[config.mk]
export PLATFORM = sky130hd
export DESIGN_NAME = sks_key_sched
export DESIGN_NICKNAME = d
export VERILOG_FILES = /design/src/rtl/sks_pkg.sv /design/src/rtl/sks_sbox_layer.sv /design/src/rtl/sks_rotate.sv /design/src/rtl/sks_key_round.sv /design/src/rtl/sks_ctrl.sv /design/src/rtl/sks_key_sched.sv
export SDC_FILE = /design/constraint.sdc
export NUM_CORES = 1
export LEC_CHECK = 0
export BUFFER_PORTS_ARGS = -buffer_cell sky130_fd_sc_hd__buf_4
export CAP_MARGIN = 5
export CELL_PAD_IN_SITES_DETAIL_PLACEMENT = 0
export CELL_PAD_IN_SITES_GLOBAL_PLACEMENT = 1
export CORE_UTILIZATION = 45
export CTS_CLUSTER_SIZE = 40
export DETAILED_ROUTE_END_ITERATION = 10
export PLACE_DENSITY = 0.91
export SLEW_MARGIN = 20
export SYNTH_ARGS = -nofsm -noshare
export SYNTH_HDL_FRONTEND = slang
export SYNTH_SLANG_ARGS = --single-unit
export TNS_END_PERCENT = 1
[constraint.sdc]
create_clock -name clk_i -period 9.21 [get_ports clk_i]
set_input_delay 1.842 -clock clk_i [delete_from_list [all_inputs] [get_ports clk_i]]
set_output_delay 1.842 -clock clk_i [all_outputs]
set_load 0.05 [all_outputs]
[src/rtl/sks_pkg.sv]
package sks_pkg;

    function automatic logic [2:0] sks_sub3(input logic [2:0] v);
        logic [2:0] o;
        case (v)
            3'd0: o = 3'd0;
            3'd1: o = 3'd5;
            3'd2: o = 3'd6;
            3'd3: o = 3'd7;
            3'd4: o = 3'd4;
            3'd5: o = 3'd3;
            3'd6: o = 3'd1;
            default: o = 3'd2;
        endcase
        return o;
    endfunction

endpackage

[src/rtl/sks_sbox_layer.sv]
module sks_sbox_layer #(
    parameter int B  = 8,
    parameter int NB = 6
) (
    input  logic [NB*B-1:0] in_i,
    output logic [NB*B-1:0] out_o
);
    localparam int NG = NB / 3;

    for (genvar g = 0; g < NG; g++) begin : g_grp
        for (genvar j = 0; j < B; j++) begin : g_bit
            logic [2:0] v;
            logic [2:0] o;
            assign v = {in_i[(3*g+2)*B+j], in_i[(3*g+1)*B+j], in_i[(3*g)*B+j]};
            assign o = sks_pkg::sks_sub3(v);
            assign out_o[(3*g)*B+j]   = o[0];
            assign out_o[(3*g+1)*B+j] = o[1];
            assign out_o[(3*g+2)*B+j] = o[2];
        end
    end
endmodule

[src/rtl/sks_rotate.sv]
module sks_rotate #(
    parameter int B  = 8,
    parameter int NB = 6
) (
    input  logic [NB*B-1:0] in_i,
    output logic [NB*B-1:0] out_o
);
    localparam int NG = NB / 3;

    logic [NB*B-1:0] br;

    for (genvar g = 0; g < NG; g++) begin : g_bitrot
        assign br[(3*g)*B +: B]   = {in_i[(3*g)*B], in_i[(3*g)*B+1 +: B-1]};
        assign br[(3*g+1)*B +: B] = in_i[(3*g+1)*B +: B];
        assign br[(3*g+2)*B +: B] = {in_i[(3*g+2)*B +: B-1], in_i[(3*g+2)*B+B-1]};
    end

    for (genvar k = 0; k < NB; k++) begin : g_wordrot
        assign out_o[((k+1)%NB)*B +: B] = br[k*B +: B];
    end
endmodule

[src/rtl/sks_key_round.sv]
module sks_key_round #(
    parameter int B  = 8,
    parameter int NB = 6
) (
    input  logic [NB*B-1:0] src_i,
    input  logic [NB*B-1:0] mix_i,
    input  logic [B-1:0]    const_i,
    output logic [NB*B-1:0] out_o
);
    logic [NB*B-1:0] added;
    logic [NB*B-1:0] subst;
    logic [NB*B-1:0] rotd;

    // single adder on word 0 only; the constant never needs more than B bits
    assign added[B-1:0] = src_i[B-1:0] + const_i;
    if (NB > 1) begin : g_upper
        assign added[NB*B-1:B] = src_i[NB*B-1:B];
    end

    sks_sbox_layer #(.B(B), .NB(NB)) u_sbox (.in_i(added), .out_o(subst));
    sks_rotate     #(.B(B), .NB(NB)) u_rot  (.in_i(subst), .out_o(rotd));

    assign out_o = mix_i ^ rotd;
endmodule

[src/rtl/sks_ctrl.sv]
module sks_ctrl #(
    parameter int NR = 93,
    parameter int RW = 7
) (
    input  logic          clk_i,
    input  logic          rst_ni,
    input  logic          start_i,
    output logic [RW-1:0] round_o,
    output logic          valid_o,
    output logic          half_o,
    output logic          last_o,
    output logic          switch_o,
    output logic          done_o
);
    localparam logic [RW-1:0] NR_W = RW'(NR);
    localparam logic [RW-1:0] H_W  = RW'(NR / 2);

    typedef struct packed {
        logic          busy;
        logic [RW-1:0] rnd;
        logic          done;
    } ctrl_t;

    ctrl_t s_d, s_q;

    always_comb begin
        s_d      = s_q;
        s_d.done = 1'b0;
        if (start_i) begin
            s_d.busy = 1'b1;
            s_d.rnd  = RW'(1);
        end else if (s_q.busy) begin
            if (s_q.rnd == NR_W) begin
                s_d.busy = 1'b0;
                s_d.rnd  = '0;
                s_d.done = 1'b1;
            end else begin
                s_d.rnd = s_q.rnd + RW'(1);
            end
        end
    end

    always_ff @(posedge clk_i or negedge rst_ni) begin
        if (!rst_ni) s_q <= '0;
        else         s_q <= s_d;
    end

    assign round_o  = s_q.rnd;
    assign valid_o  = s_q.busy;
    assign half_o   = s_q.busy && (s_q.rnd > H_W);
    assign last_o   = s_q.busy && (s_q.rnd == NR_W);
    assign switch_o = s_q.busy && (s_q.rnd == H_W);
    assign done_o   = s_q.done;

    a_r2_start_round1: assert property (@(posedge clk_i) disable iff (!rst_ni)
        start_i |=> (valid_o && round_o == RW'(1)));
    a_r3_round_step: assert property (@(posedge clk_i) disable iff (!rst_ni)
        (valid_o && !last_o && !start_i) |=> (valid_o && round_o == $past(round_o) + RW'(1)));
    a_r4_done_after_last: assert property (@(posedge clk_i) disable iff (!rst_ni)
        (last_o && !start_i) |=> (done_o && !valid_o));
    a_r9_half_entry: assert property (@(posedge clk_i) disable iff (!rst_ni)
        $rose(half_o) |-> (round_o == H_W + RW'(1)));
endmodule

[src/rtl/sks_key_sched.sv]
module sks_key_sched #(
    parameter int N  = 96,
    parameter int B  = 8,
    parameter int NR = 93,
    localparam int HW = N / 2,
    localparam int NB = HW / B,
    localparam int RW = $clog2(NR + 1)
) (
    input  logic          clk_i,
    input  logic          rst_ni,
    input  logic          start_i,
    input  logic [N-1:0]  key_i,
    output logic [HW-1:0] rkey_o,
    output logic          valid_o,
    output logic [RW-1:0] round_o,
    output logic          half_o,
    output logic          last_o,
    output logic          done_o
);
    localparam logic [RW-1:0] NR_W = RW'(NR);
    localparam logic [RW-1:0] H_W  = RW'(NR / 2);

    initial begin
        assert (NB % 3 == 0 && NB * B == HW) else $error("half width must be 3k words");
        assert (NR % 2 == 1) else $error("round count must be odd");
        assert ((NR / 2) < (1 << B)) else $error("constant exceeds one word");
    end

    typedef struct packed {
        logic [HW-1:0] kl;
        logic [HW-1:0] kr;
    } keys_t;

    keys_t k_d, k_q;

    logic          sw;
    logic [RW-1:0] cidx;
    logic [HW-1:0] kr_new;

    sks_ctrl #(.NR(NR), .RW(RW)) u_ctrl (
        .clk_i   (clk_i),
        .rst_ni  (rst_ni),
        .start_i (start_i),
        .round_o (round_o),
        .valid_o (valid_o),
        .half_o  (half_o),
        .last_o  (last_o),
        .switch_o(sw),
        .done_o  (done_o)
    );

    // rising constant before the switch, falling constant after it
    assign cidx = (round_o < H_W) ? round_o : (NR_W - round_o);

    sks_key_round #(.B(B), .NB(NB)) u_kround (
        .src_i  (k_q.kr),
        .mix_i  (k_q.kl),
        .const_i(B'(cidx)),
        .out_o  (kr_new)
    );

    always_comb begin
        k_d = k_q;
        if (start_i) begin
            k_d.kl = key_i[N-1:HW];
            k_d.kr = key_i[HW-1:0];
        end else if (valid_o && !last_o) begin
            if (sw) begin
                k_d.kl = k_q.kr;
                k_d.kr = k_q.kl;
            end else begin
                k_d.kl = k_q.kr;
                k_d.kr = kr_new;
            end
        end
    end

    always_ff @(posedge clk_i or negedge rst_ni) begin
        if (!rst_ni) k_q <= '0;
        else         k_q <= k_d;
    end

    assign rkey_o = half_o ? k_q.kl : k_q.kr;

    a_r2_key_load: assert property (@(posedge clk_i) disable iff (!rst_ni)
        start_i |=> (rkey_o == $past(key_i[HW-1:0])));
    a_r9_switch_key_held: assert property (@(posedge clk_i) disable iff (!rst_ni)
        (valid_o && round_o == H_W && !start_i) |=> (half_o && rkey_o == $past(rkey_o)));
    a_r5_left_from_right: assert property (@(posedge clk_i) disable iff (!rst_ni)
        (valid_o && !last_o && !start_i && round_o != H_W) |=> (k_q.kl == $past(k_q.kr)));
    a_r10_key_from_left: assert property (@(posedge clk_i) disable iff (!rst_ni)
        half_o |-> (rkey_o == k_q.kl));
endmodule

# Word level (Yosys, flattened, before mapping)
# Index checks and enable logic that the tools add are counted.
# totals
inputBits	99
out_inout_bits	59
ff_bits	105
wordCells	159
# classes
bitwise	1
reduce_logical	23
eq_ne	98
n_lt_le_gt_ge	2
mux	27
n_addsub	3
# op_table
op	n
3-bit one-hot mux with 7 select lines	16
96-bit two-way mux	2
3-bit == test, second input constant	48
3-bit by 2-bit == test with 1-bit output, second input constant	32
48-bit two-way mux	2
3-bit by 1-bit == test with 1-bit output, second input constant	16
3-bit zero test	16
48-bit XOR	1
7-bit two-way mux	2
9-bit two-way mux	1
8-bit by 7-bit adder with 8-bit output	1
8-bit two-way mux	1
7-bit by 1-bit adder with 7-bit output, second input constant	1
7-bit by 6-bit == test with 1-bit output, second input constant	1
7-bit == test, second input constant	1
7-bit by 6-bit greater-than comparator with 1-bit output, second input constant	1
7-bit by 6-bit < comparator with 1-bit output, second input constant	1
7-bit subtractor, first input constant	1
1-bit logical AND	4
2-bit nonzero test	2
1-bit two-way mux	3
1-bit zero test	1

# Depth between registers and ports, before layout
# Gate-level depths: netlist (run 1).
# logic_depth
word_depth	9
ltp_mapped	12
depth_no_buf	12

# Cells and area by module
# Synthesis (run 1) repeated with hierarchy kept, for this count alone.
# unflattened
hier_cells	887
area_unflattened_um2	8111.5
# by_module_without_submodules
mod	cells_per_inst	area_each_um2	seq_area_each_um2	instances
sks_key_sched	605	5729.2	2402.3	1
sks_key_round	90	752.0	0.0	1
sks_sbox_layer	80	640.6	0.0	1
sks_ctrl	64	629.4	225.2	1
sks_rotate	48	360.3	0.0	1

# Worst setup path before layout (run 1)
# No wires, ideal clock.
# synth_timing
path_kind	flip-flop to output port
startpoint	reg u_ctrl.s_q, in the netlist u_ctrl.round_o[1]
endpoint	out rkey_o[15]
slack_ns	4.252
arrival_ns	3.116
required_time_ns	7.368
path_buffers	1
stages_incl_launch_ff	7
cell_sequence	dfrtp_1 ha_1 a21o_1 a21oi_1 a311oi_2 buf_2 o21ai_0
# synth_between
elab_chain_len	3
# synth_lines
item	line	source
start, declared	sks_ctrl.sv:24	ctrl_t s_d, s_q;
start signal, assigned	sks_ctrl.sv:44	if (!rst_ni) s_q <= '0;
start signal, assigned	sks_ctrl.sv:45	else s_q <= s_d;
7-bit by 6-bit greater-than comparator with 1-bit output	sks_ctrl.sv:50	assign half_o = s_q.busy && (s_q.rnd > H_W);
1-bit logical AND	sks_ctrl.sv:50	
net half_o	sks_key_sched.sv:16	output logic half_o,
48-bit two-way mux	sks_key_sched.sv:83	assign rkey_o = half_o ? k_q.kl : k_q.kr;
end, declared	sks_key_sched.sv:13	output logic [HW-1:0] rkey_o,
# The timed path passes the listed nets, and every way through them passes these cells.

# Worst setup path in the final report (run 1)
# layout_timing
startpoint	reg u_ctrl.s_q, in the netlist u_ctrl.round_o[1]
endpoint	out rkey_o[28]
# layout_between
elab_chain_len	3
# layout_lines
item	line
7-bit by 6-bit greater-than comparator with 1-bit output	sks_ctrl.sv:50
1-bit logical AND	sks_ctrl.sv:50
48-bit two-way mux	sks_key_sched.sv:83
# No other way between the ends.

==> impl_metrics.env, run 1 <==
export IMPL_p_per_area_nw_per_um2=261
export IMPL_dieWidth_um=131
export IMPL_antenna_found_initial=0
export IMPL_synth_top_area_frac=0.350
export IMPL_slew_violations=0
export IMPL_rows=46
export IMPL_critPathBufInv=2
export IMPL_rsz0062_at_grt="false"
export IMPL_async_flop_share=1.00
export IMPL_p_sw_mw=1.05
export IMPL_fin_setup_tns_ps=0
export IMPL_cts_setup_buffers=0
export IMPL_grt_first_pass_wirelength_mm=33.9
export IMPL_synth_cell_area_um2=7520
export IMPL_num_vias=6805
export IMPL_worst_pin_slew_ps=955
export IMPL_synth_seq_area_share=0.350
export IMPL_area_growth_pct=20.8
export IMPL_critPathTopFamily="compound AO/OA/AOI/OAI gates"
export IMPL_tritoncts="yes"
export IMPL_cp_start_kind="flop"
export IMPL_clock_latency_ps=350
export IMPL_crit_chain="ha_1 -> a21o_1 -> a21oi_1 -> a311oi_4 -> buf_4 -> mux2_2 -> buf_4"
export IMPL_synth_most_common_cell="nand2_1"
export IMPL_clock_tree_root_cell="clkbuf_16"
export IMPL_synth_cells=876
export IMPL_leakage_nw=4.17
export IMPL_drt_wirelength_per_cell_um=17.4
export IMPL_placed_area_um2=8760
export IMPL_max_slew_margin_rel=0.364
export IMPL_fin_crit_sh=0.602
export IMPL_layout_nets=1104
export IMPL_crit_fanout=38
export IMPL_gp_congestion=0.869
export IMPL_power_frac_seq=0.327
export IMPL_register_area_um2=2630
export IMPL_crit_type="reg -> out"
export IMPL_ant_nets=0
export IMPL_die_h_um=131
export IMPL_fin_skew_ps=7.37
export IMPL_yosys_top_cells_area="dfrtp_1 35%, mux2i_1 9.5%, nand2_1 7.7%"
export IMPL_multi_input_area_um2=4620
export IMPL_cts_resized=0
export IMPL_fill_cells=1515
export IMPL_netSwitchingFraction=0.441
export IMPL_dieArea_um2=17200
export IMPL_period_needed_ps=5540
export IMPL_route_detailed_drc=0
export IMPL_power_mw=2.37
export IMPL_critPathMaxStageDelay_ps=870
export IMPL_grt_overflow_total=0
export IMPL_port_buffers=157
export IMPL_reg2reg_slack_ps=5100
export IMPL_hold_violations=0
export IMPL_clkPwrFrac=0.178
export IMPL_cp_data_arrival_time_ps=3700
export IMPL_htreeDepth=3
export IMPL_grt_pass1_vias=6295
export IMPL_synth_edf_count=0
export IMPL_netlist_top_cells_count="155 x nand2_1, 109 x o21ai_0, 105 x dfrtp_1"
export IMPL_yosysTopAreaCell="dfrtp_1"
export IMPL_clock_sinks=105
export IMPL_cp_required_ps=7370
export IMPL_hpwl_mm=14.6
export IMPL_drive_gt1_frac=0.248
export IMPL_clkTransAtPathRegs_ps=80
export IMPL_cap_violations=0
export IMPL_cts_buffer_depth=2
export IMPL_cts_buffers=9
export IMPL_postCtsHoldBufs=0
export IMPL_diodes=0
export IMPL_start_util=0.466
export IMPL_p_int_mw=1.32
export IMPL_drtIter0Drc=547
export IMPL_worst_slack_ps=3670
export IMPL_syn_num_nets=988
export IMPL_wl_mm=21.2
export IMPL_yosysWarnings=0
export IMPL_yosys_most_used_dff="dfrtp_1"
export IMPL_setup_viol=0
export IMPL_critPathMostFrequentCell="buf_4"
export IMPL_combinationalPowerShare=0.495
export IMPL_vias_per_cell=5.61
export IMPL_crit_slowest_cell="a311oi_4"
export IMPL_syn_avg_cell_area_um2=8.58
export IMPL_status="completed"
export IMPL_grt_total_usage=0.248
export IMPL_ir_drop_uv=138
export IMPL_post_place_ws_ps=4060
export IMPL_cp_end_kind="output port"
export IMPL_max_freq_ghz=0.180
export IMPL_grt_max_degree=110
export IMPL_stdcell_area_um2=9080
export IMPL_first_pass_iters=5
export IMPL_synth_seq_cells=105
export IMPL_hp_class="reg -> reg"
export IMPL_core_um2=16100
export IMPL_io_pin_count=158
export IMPL_synth_cell_types=64
-- stage by stage --
step	hold WS (ps)	instances	util
floorplan	546	876	-
CTS	623	1213	0.564
detailed placement	607	1197	0.544
global route	655	1213	0.564
global placement	590	1197	0.544
finish	622	1213	0.564
-- placed cells by master, fill, tap and decap left out, types with 10 or more instances in the layout --
cell | netlist | final
ha_1 | 12 | 12
a21oi_1 | 34 | 34
nor3_1 | 14 | 14
and3_1 | 27 | 27
mux2i_1 | 71 | 71
nand3_1 | 19 | 19
nor2_1 | 50 | 50
buf_4 | 7 | 163
o21ai_0 | 109 | 109
o22ai_1 | 12 | 12
mux2_2 | 47 | 47
nand2_1 | 155 | 154
xnor2_1 | 48 | 48
or2_2 | 10 | 10
dfrtp_1 | 105 | 105
-- cell type report --
| type | count | area share |
|---|---|---|
| Clock inverter | 3 | 0.00510 |
| Multi-Input combinational cell | 706 | 0.508 |
| Sequential cell | 105 | 0.289 |
| Clock buffer | 13 | 0.0298 |
| Tap cell | 216 | 0.0298 |
| Inverter | 7 | 0.00289 |
| Timing Repair Buffer | 163 | 0.135 |
-- power by group through the flow --
stage | sequential [mW] | combinational, mW | clock [mW]
after floorplan | 0.702 | 0.915 | 0
after global placement | 0.779 | 1.16 | 0
after detailed placement | 0.778 | 1.18 | 0
after CTS | 0.770 | 1.18 | 0.425
after global routing | 0.797 | 1.28 | 0.447
final | 0.775 | 1.17 | 0.421
-- cells by family (layout without fill, tap and decap cells) --
group / Yosys count / in the layout / synth area share
adder cells (fa/ha/maj): 13 / 13 / 0.0226
multiplexers: 118 / 118 / 0.165
flip-flops: 105 / 105 / 0.350
buffers and inverters: 65 / 186 / 0.0394
AO/OA/AOI/OAI: 210 / 210 / 0.164
AND/OR/NAND/NOR: 310 / 310 / 0.191
XOR/XNOR: 55 / 55 / 0.0679
-- routing by layer --
layer  share of wire  vias up  track usage
met4           0.015        0       0.0680
met3           0.054       19       0.0347
met1            0.47     3231        0.352
met2            0.46      206        0.391
li1                -     3349            -
met5               0        -            0
-- state kept, by name (all words and copies together), names as in the netlist --
signal          cells
k_q                96
u_ctrl.round_o      7
u_ctrl.done_o       1
u_ctrl.valid_o      1
-- worst reg2reg max path: cells and delay by family, from the launching register on --
family / cells / cell delay (ps)
DFF: 1 / 510
muxes: 1 / 430
adders and majority gates: 2 / 730
and+or+nand+nor: 3 / 650
AOI/OAI and AO/OA: 5 / 1730
-- path summary, 6_finish.rpt --
kind	start	endpoint	cells after the start
setup / recovery	u_ctrl.round_o[1]$_DFFE_PN0P_	rkey_o[28]	7
hold / removal	k_q[82]$_DFFE_PN0P_	k_q[82]$_DFFE_PN0P_	2
setup reg to reg	u_ctrl.round_o[1]$_DFFE_PN0P_	k_q[24]$_DFFE_PN0P_	11
hold reg to reg	k_q[82]$_DFFE_PN0P_	k_q[82]$_DFFE_PN0P_	2
max in group asynchronous	rst_ni	k_q[42]$_DFFE_PN0P_	2
min in group asynchronous	rst_ni	u_ctrl.round_o[5]$_DFFE_PN0P_	1
No activity file was read; power rests on OpenSTA's default activity.
==> inputs of run 2 (changes only) <==
--- a/config.mk
+++ b/config.mk
@@ -9,10 +9,10 @@
 export CAP_MARGIN = 5
 export CELL_PAD_IN_SITES_DETAIL_PLACEMENT = 0
 export CELL_PAD_IN_SITES_GLOBAL_PLACEMENT = 1
-export CORE_UTILIZATION = 45
+export CORE_UTILIZATION = 42
 export CTS_CLUSTER_SIZE = 40
 export DETAILED_ROUTE_END_ITERATION = 10
-export PLACE_DENSITY = 0.91
+export PLACE_DENSITY = 0.86
 export SLEW_MARGIN = 20
 export SYNTH_ARGS = -nofsm -noshare
 export SYNTH_HDL_FRONTEND = slang
==> constraint.sdc (replaced) <==
create_clock -name clk_i -period 5.4 [get_ports clk_i]
set_input_delay 1.08 -clock clk_i [delete_from_list [all_inputs] [get_ports clk_i]]
set_output_delay 1.08 -clock clk_i [all_outputs]
set_load 0.05 [all_outputs]
==> run 2 against run 1 <==
Effect of this change:
- worst hold slack worse by 1.3 ps
- via count up 0.53%
- count of clock-buffer cells in the layout up 2
==> impl_metrics.env, run 2 (synthesis results as in run 1) <==
export IMPL_status="completed"
export IMPL_rows=48
export IMPL_crit_slowest_cell="dfrtp_1"
export IMPL_cts_resized=0
export IMPL_grt_overflow_total=0
export IMPL_critPathMostFrequentCell="buf_4"
export IMPL_grt_max_degree=94
export IMPL_most_common_layout_cells="166 x buf_4, 154 x nand2_1, 109 x o21ai_0"
export IMPL_whs_ps=621
export IMPL_cp_required_ps=4320
export IMPL_postCtsHoldBufs=0
export IMPL_layout_nets=1107
export IMPL_grt_total_usage=0.240
export IMPL_cp_data_arrival_time_ps=3150
export IMPL_grt_first_pass_wirelength_mm=34.1
export IMPL_route_detailed_drc=0
export IMPL_wl_mm=21.5
export IMPL_worst_pin_slew_ps=1040
export IMPL_gp_congestion=0.889
export IMPL_cp_end_kind="output port"
export IMPL_clkTransAtPathRegs_ps=70
export IMPL_diodes=0
export IMPL_htreeDepth=3
export IMPL_final_common_cell="buf_4"
export IMPL_dieWidth_um=136
export IMPL_setup_viol=0
export IMPL_max_slew_margin_rel=0.307
export IMPL_die_h_um=136
export IMPL_cts_buffers=9
export IMPL_area_growth_pct=20.9
export IMPL_ir_drop_uv=188
export IMPL_critPathMaxStageDelay_ps=570
export IMPL_start_util=0.432
export IMPL_antenna_found_initial=0
export IMPL_drt_wirelength_per_cell_um=17.5
export IMPL_grt_pass1_vias=6383
export IMPL_fin_setup_tns_ps=0
export IMPL_core_um2=17400
export IMPL_fin_crit_sh=0.783
export IMPL_vias_per_cell=5.58
export IMPL_worst_slack_ps=1170
export IMPL_cp_start_kind="flop"
export IMPL_slew_violations=0
export IMPL_period_needed_ps=4230
export IMPL_crit_chain="ha_1 -> a21o_1 -> a21oi_1 -> a311oi_4 -> buf_4 -> mux2_2 -> buf_4"
export IMPL_rsz0062_at_grt="false"
export IMPL_dieArea_um2=18400
export IMPL_p_per_area_nw_per_um2=440
export IMPL_hold_violations=0
export IMPL_drive_gt1_frac=0.248
export IMPL_clock_latency_ps=360
export IMPL_tritoncts="yes"
export IMPL_leakage_nw=4.17
export IMPL_post_place_ws_ps=1470
export IMPL_ant_nets=0
export IMPL_io_pin_count=158
export IMPL_port_buffers=157
export IMPL_dp_cells=1209
export IMPL_crit_type="reg -> out"
export IMPL_stdcell_area_um2=9080
export IMPL_drtIter0Drc=558
export IMPL_top_register="k_q"
export IMPL_fin_skew_ps=9.19
export IMPL_cts_setup_buffers=0
export IMPL_cts_buffer_depth=2
export IMPL_fill_cells=1665
export IMPL_final_cells=1225
export IMPL_hp_class="reg -> reg"
export IMPL_clock_tree_root_cell="clkbuf_16"
export IMPL_first_pass_iters=5
export IMPL_hpwl_mm=14.7
export IMPL_largest_register_ffs=96
export IMPL_num_vias=6841
export IMPL_max_freq_ghz=0.237
export IMPL_clock_sinks=105
export IMPL_placed_area_um2=8800
export IMPL_cap_violations=0
export IMPL_crit_fanout=36
[run 2: cell count changes in the layout (fill, tap and decap cells not counted)]
cell / previous run / this run
clkinv_4: 0 / 1
inv_6: 1 / 0
buf_4: 163 / 166
clkinvlp_4: 1 / 0
clkbuf_1: 1 / 3
bufinv_16: 1 / 0
[run 2: where the power goes]
part	total [mW]	switching (mW)	internal, mW
clock	0.657	0.304	0.353
combinational	2.03	1.15	0.886
sequential	1.31	0.334	0.973
total	4.00	1.78	2.21
[run 2: stage by stage]
step | power, mW | utilization
CTS | 4.02 | 0.522
global route | 4.26 | 0.522
global placement | 3.32 | 0.505
floorplan | 2.76 | -
detailed placement | 3.35 | 0.505
finish | 4.00 | 0.522
[run 2: cell type report]
type,count,area (um2),area share
clock buffer,15,278,0.0306
clock inverter,1,8.76,0.000964
inverter,7,26.3,0.00289
multi-input combinational,706,4620,0.508
sequential,105,2630,0.289
tap,225,282,0.0310
timing repair buffer,166,1250,0.137
[run 2: worst paths after layout]
kind	startpoint	depth (start not counted)	slack (ps)	to
max	u_ctrl.round_o[1]$_DFFE_PN0P_	7	1170	rkey_o[39]
min	k_q[83]$_DFFE_PN0P_	2	620	k_q[83]$_DFFE_PN0P_
max reg2reg	u_ctrl.round_o[1]$_DFFE_PN0P_	11	1400	k_q[24]$_DFFE_PN0P_
min reg2reg	k_q[83]$_DFFE_PN0P_	2	620	k_q[83]$_DFFE_PN0P_
max in group asynchronous	rst_ni	2	3480	k_q[62]$_DFFE_PN0P_
min in group asynchronous	rst_ni	1	860	u_ctrl.done_o$_DFF_PN0_
[run 2: worst max-delay path, delay by kind of cell (launching register included)]
kind	cells	cell delay [ps]
DFF	1	570
adders and majority gates	1	380
AOI/OAI and AO/OA	3	690
muxes	1	420
buffers and inverters	2	710
[run 2: per-layer routing]
metal | track usage | vias to the layer above | wire, um | part of all wire
li1 | - | 3356 | - | -
met1 | 0.337 | 3281 | 10200 | 0.48
met2 | 0.375 | 183 | 9840 | 0.46
met3 | 0.0378 | 21 | 1040 | 0.049
met4 | 0.0805 | 0 | 381 | 0.018
met5 | 0 | - | 0 | 0
==> inputs of run 3 (changes only) <==
--- a/config.mk
+++ b/config.mk
@@ -9,10 +9,10 @@
 export CAP_MARGIN = 5
 export CELL_PAD_IN_SITES_DETAIL_PLACEMENT = 0
 export CELL_PAD_IN_SITES_GLOBAL_PLACEMENT = 1
-export CORE_UTILIZATION = 42
+export CORE_UTILIZATION = 38
 export CTS_CLUSTER_SIZE = 40
 export DETAILED_ROUTE_END_ITERATION = 10
-export PLACE_DENSITY = 0.86
+export PLACE_DENSITY = 0.82
 export SLEW_MARGIN = 20
 export SYNTH_ARGS = -nofsm -noshare
 export SYNTH_HDL_FRONTEND = slang
==> constraint.sdc (replaced) <==
create_clock -name clk_i -period 3.62 [get_ports clk_i]
set_input_delay 0.724 -clock clk_i [delete_from_list [all_inputs] [get_ports clk_i]]
set_output_delay 0.724 -clock clk_i [all_outputs]
set_load 0.05 [all_outputs]
==> run 3 against run 2 <==
Effect of this change:
- non-clock buffer count increased by 16
- cell count rose by 4.6%
- combinational power grew 50%
==> impl_metrics.env, run 3 (synthesis results as in run 1) <==
export IMPL_status="completed"
export IMPL_cp_required_ps=3920
export IMPL_cts_buffers=9
export IMPL_crit_fanout=5
export IMPL_drtIter0Drc=407
export IMPL_dieArea_um2=20300
export IMPL_grt_pass1_vias=6349
export IMPL_layout_nets=1123
export IMPL_vias_per_cell=5.34
export IMPL_final_common_cell="buf_4"
export IMPL_regToRegStartpoint="u_ctrl.round_o[1]$_DFFE_PN0P_"
export IMPL_hold_violations=0
export IMPL_start_util=0.388
export IMPL_grt_total_usage=0.219
export IMPL_hpwl_mm=15.7
export IMPL_cp_end_kind="flop"
export IMPL_cts_buffer_depth=2
export IMPL_cp_depth=11
export IMPL_slew_violations=0
export IMPL_core_um2=19400
export IMPL_area_growth_pct=23.7
export IMPL_gp_congestion=0.891
export IMPL_postCtsHoldBufs=0
export IMPL_critPathLaunch="u_ctrl.round_o[1]$_DFFE_PN0P_"
export IMPL_diodes=0
export IMPL_route_detailed_drc=0
export IMPL_leakage_nw=4.26
export IMPL_dieWidth_um=143
export IMPL_ir_drop_uv=304
export IMPL_drt_wirelength_per_cell_um=17.1
export IMPL_fin_crit_sh=0.951
export IMPL_wl_mm=21.9
export IMPL_rr_worst_depth=11
export IMPL_rsz0062_at_grt="false"
export IMPL_critPathBufInv=0
export IMPL_worst_pin_slew_ps=705
export IMPL_clock_latency_ps=360
export IMPL_clock_tree_root_cell="clkbuf_16"
export IMPL_top_register="k_q"
export IMPL_cp_data_arrival_time_ps=3740
export IMPL_drive_gt1_frac=0.266
export IMPL_period_needed_ps=3440
export IMPL_max_freq_ghz=0.290
export IMPL_p_per_area_nw_per_um2=644
export IMPL_num_vias=6840
export IMPL_hp_class="in -> async"
export IMPL_r2r_end="k_q[24]$_DFFE_PN0P_"
export IMPL_port_buffers=157
export IMPL_htreeDepth=3
export IMPL_critPathMostFrequentCell="ha_1"
export IMPL_first_pass_iters=5
export IMPL_clock_sinks=105
export IMPL_crit_chain="ha_1 -> a21o_1 -> a21oi_2 -> mux2_2 -> ha_1 -> a21oi_1 -> a211oi_1 -> o211a_1 -> or4_4 -> a2111o_1 -> nand3_1"
export IMPL_crit_type="reg -> reg"
export IMPL_cts_setup_buffers=0
export IMPL_critPathTopFamily="compound AO/OA/AOI/OAI gates"
export IMPL_dp_cells=1265
export IMPL_io_pin_count=158
export IMPL_setup_viol=0
export IMPL_final_cells=1281
export IMPL_cap_violations=0
export IMPL_tritoncts="yes"
export IMPL_die_h_um=143
export IMPL_reg2reg_slack_ps=180
export IMPL_fin_skew_ps=14.2
export IMPL_most_common_layout_cells="180 x buf_4, 154 x nand2_1, 109 x o21ai_0"
export IMPL_max_slew_margin_rel=0.530
export IMPL_largest_register_ffs=96
export IMPL_cp_start_kind="flop"
export IMPL_grt_first_pass_wirelength_mm=34.3
export IMPL_critPathMaxStageDelay_ps=480
export IMPL_rows=51
export IMPL_grt_max_degree=50
export IMPL_antenna_found_initial=0
export IMPL_crit_slowest_cell="or4_4"
export IMPL_grt_overflow_total=0
export IMPL_clkTransAtPathRegs_ps=80
export IMPL_cts_resized=0
export IMPL_ant_nets=0
export IMPL_power_mw=5.98
run 3: cell types whose count changed in the layout (fill, tap and decap cells not counted), moves of 2 or more:
cell / previous run / this run
buf_12: 0 / 2
buf_4: 166 / 180
clkbuf_1: 3 / 0
clkbuf_8: 3 / 1
run 3: through the flow:
| step | setup slack [ps] | util | area, um2 | setup TNS, ps | hold slack [ps] |
|---|---|---|---|---|---|
| 2_1_floorplan | -220 | - | 7520 | -999 | 428 |
| 5_1_grt | 23.7 | 0.479 | 9300 | 0 | 434 |
| 3_5_place_dp | 88.0 | 0.464 | 8990 | 0 | 588 |
| 4_1_cts | 74.6 | 0.479 | 9280 | 0 | 418 |
| 6_report | 176 | 0.479 | 9300 | 0 | 403 |
| 3_3_place_gp | 258 | 0.464 | 8990 | 0 | 571 |
run 3: layout make-up:
type	instances	area, um2
Clock buffer	10	239
Clock inverter	6	50.0
Fill cell	1952	10100
Inverter	7	26.3
Multi-Input combinational cell	706	4630
Sequential cell	105	2630
Tap cell	265	332
Timing Repair Buffer	182	1390
run 3: routing by layer:
metal / part of all wire / GRT usage
met1: 0.47 / 0.300
met2: 0.47 / 0.351
met3: 0.042 / 0.0433
met4: 0.017 / 0.0600
met5: 0 / 0
run 3: worst max path at each step:
stage / to / slack (ps)
after global routing: k_q[24]$_DFFE_PN0P_ / 20
after detailed placement: k_q[31]$_DFFE_PN0P_ / 90
final: k_q[24]$_DFFE_PN0P_ / 180
after global placement: k_q[24]$_DFFE_PN0P_ / 260
after floorplan: rkey_o[15] / -220
after CTS: k_q[31]$_DFFE_PN0P_ / 70
run 3: where the power goes:
part	switching [mW]	leakage, nW	total (mW)	internal (mW)
Sequential	0.492	1.27	1.94	1.45
Clock	0.493	0.141	0.988	0.495
Combinational	1.72	2.85	3.05	1.33
Total	2.70	4.26	5.98	3.28
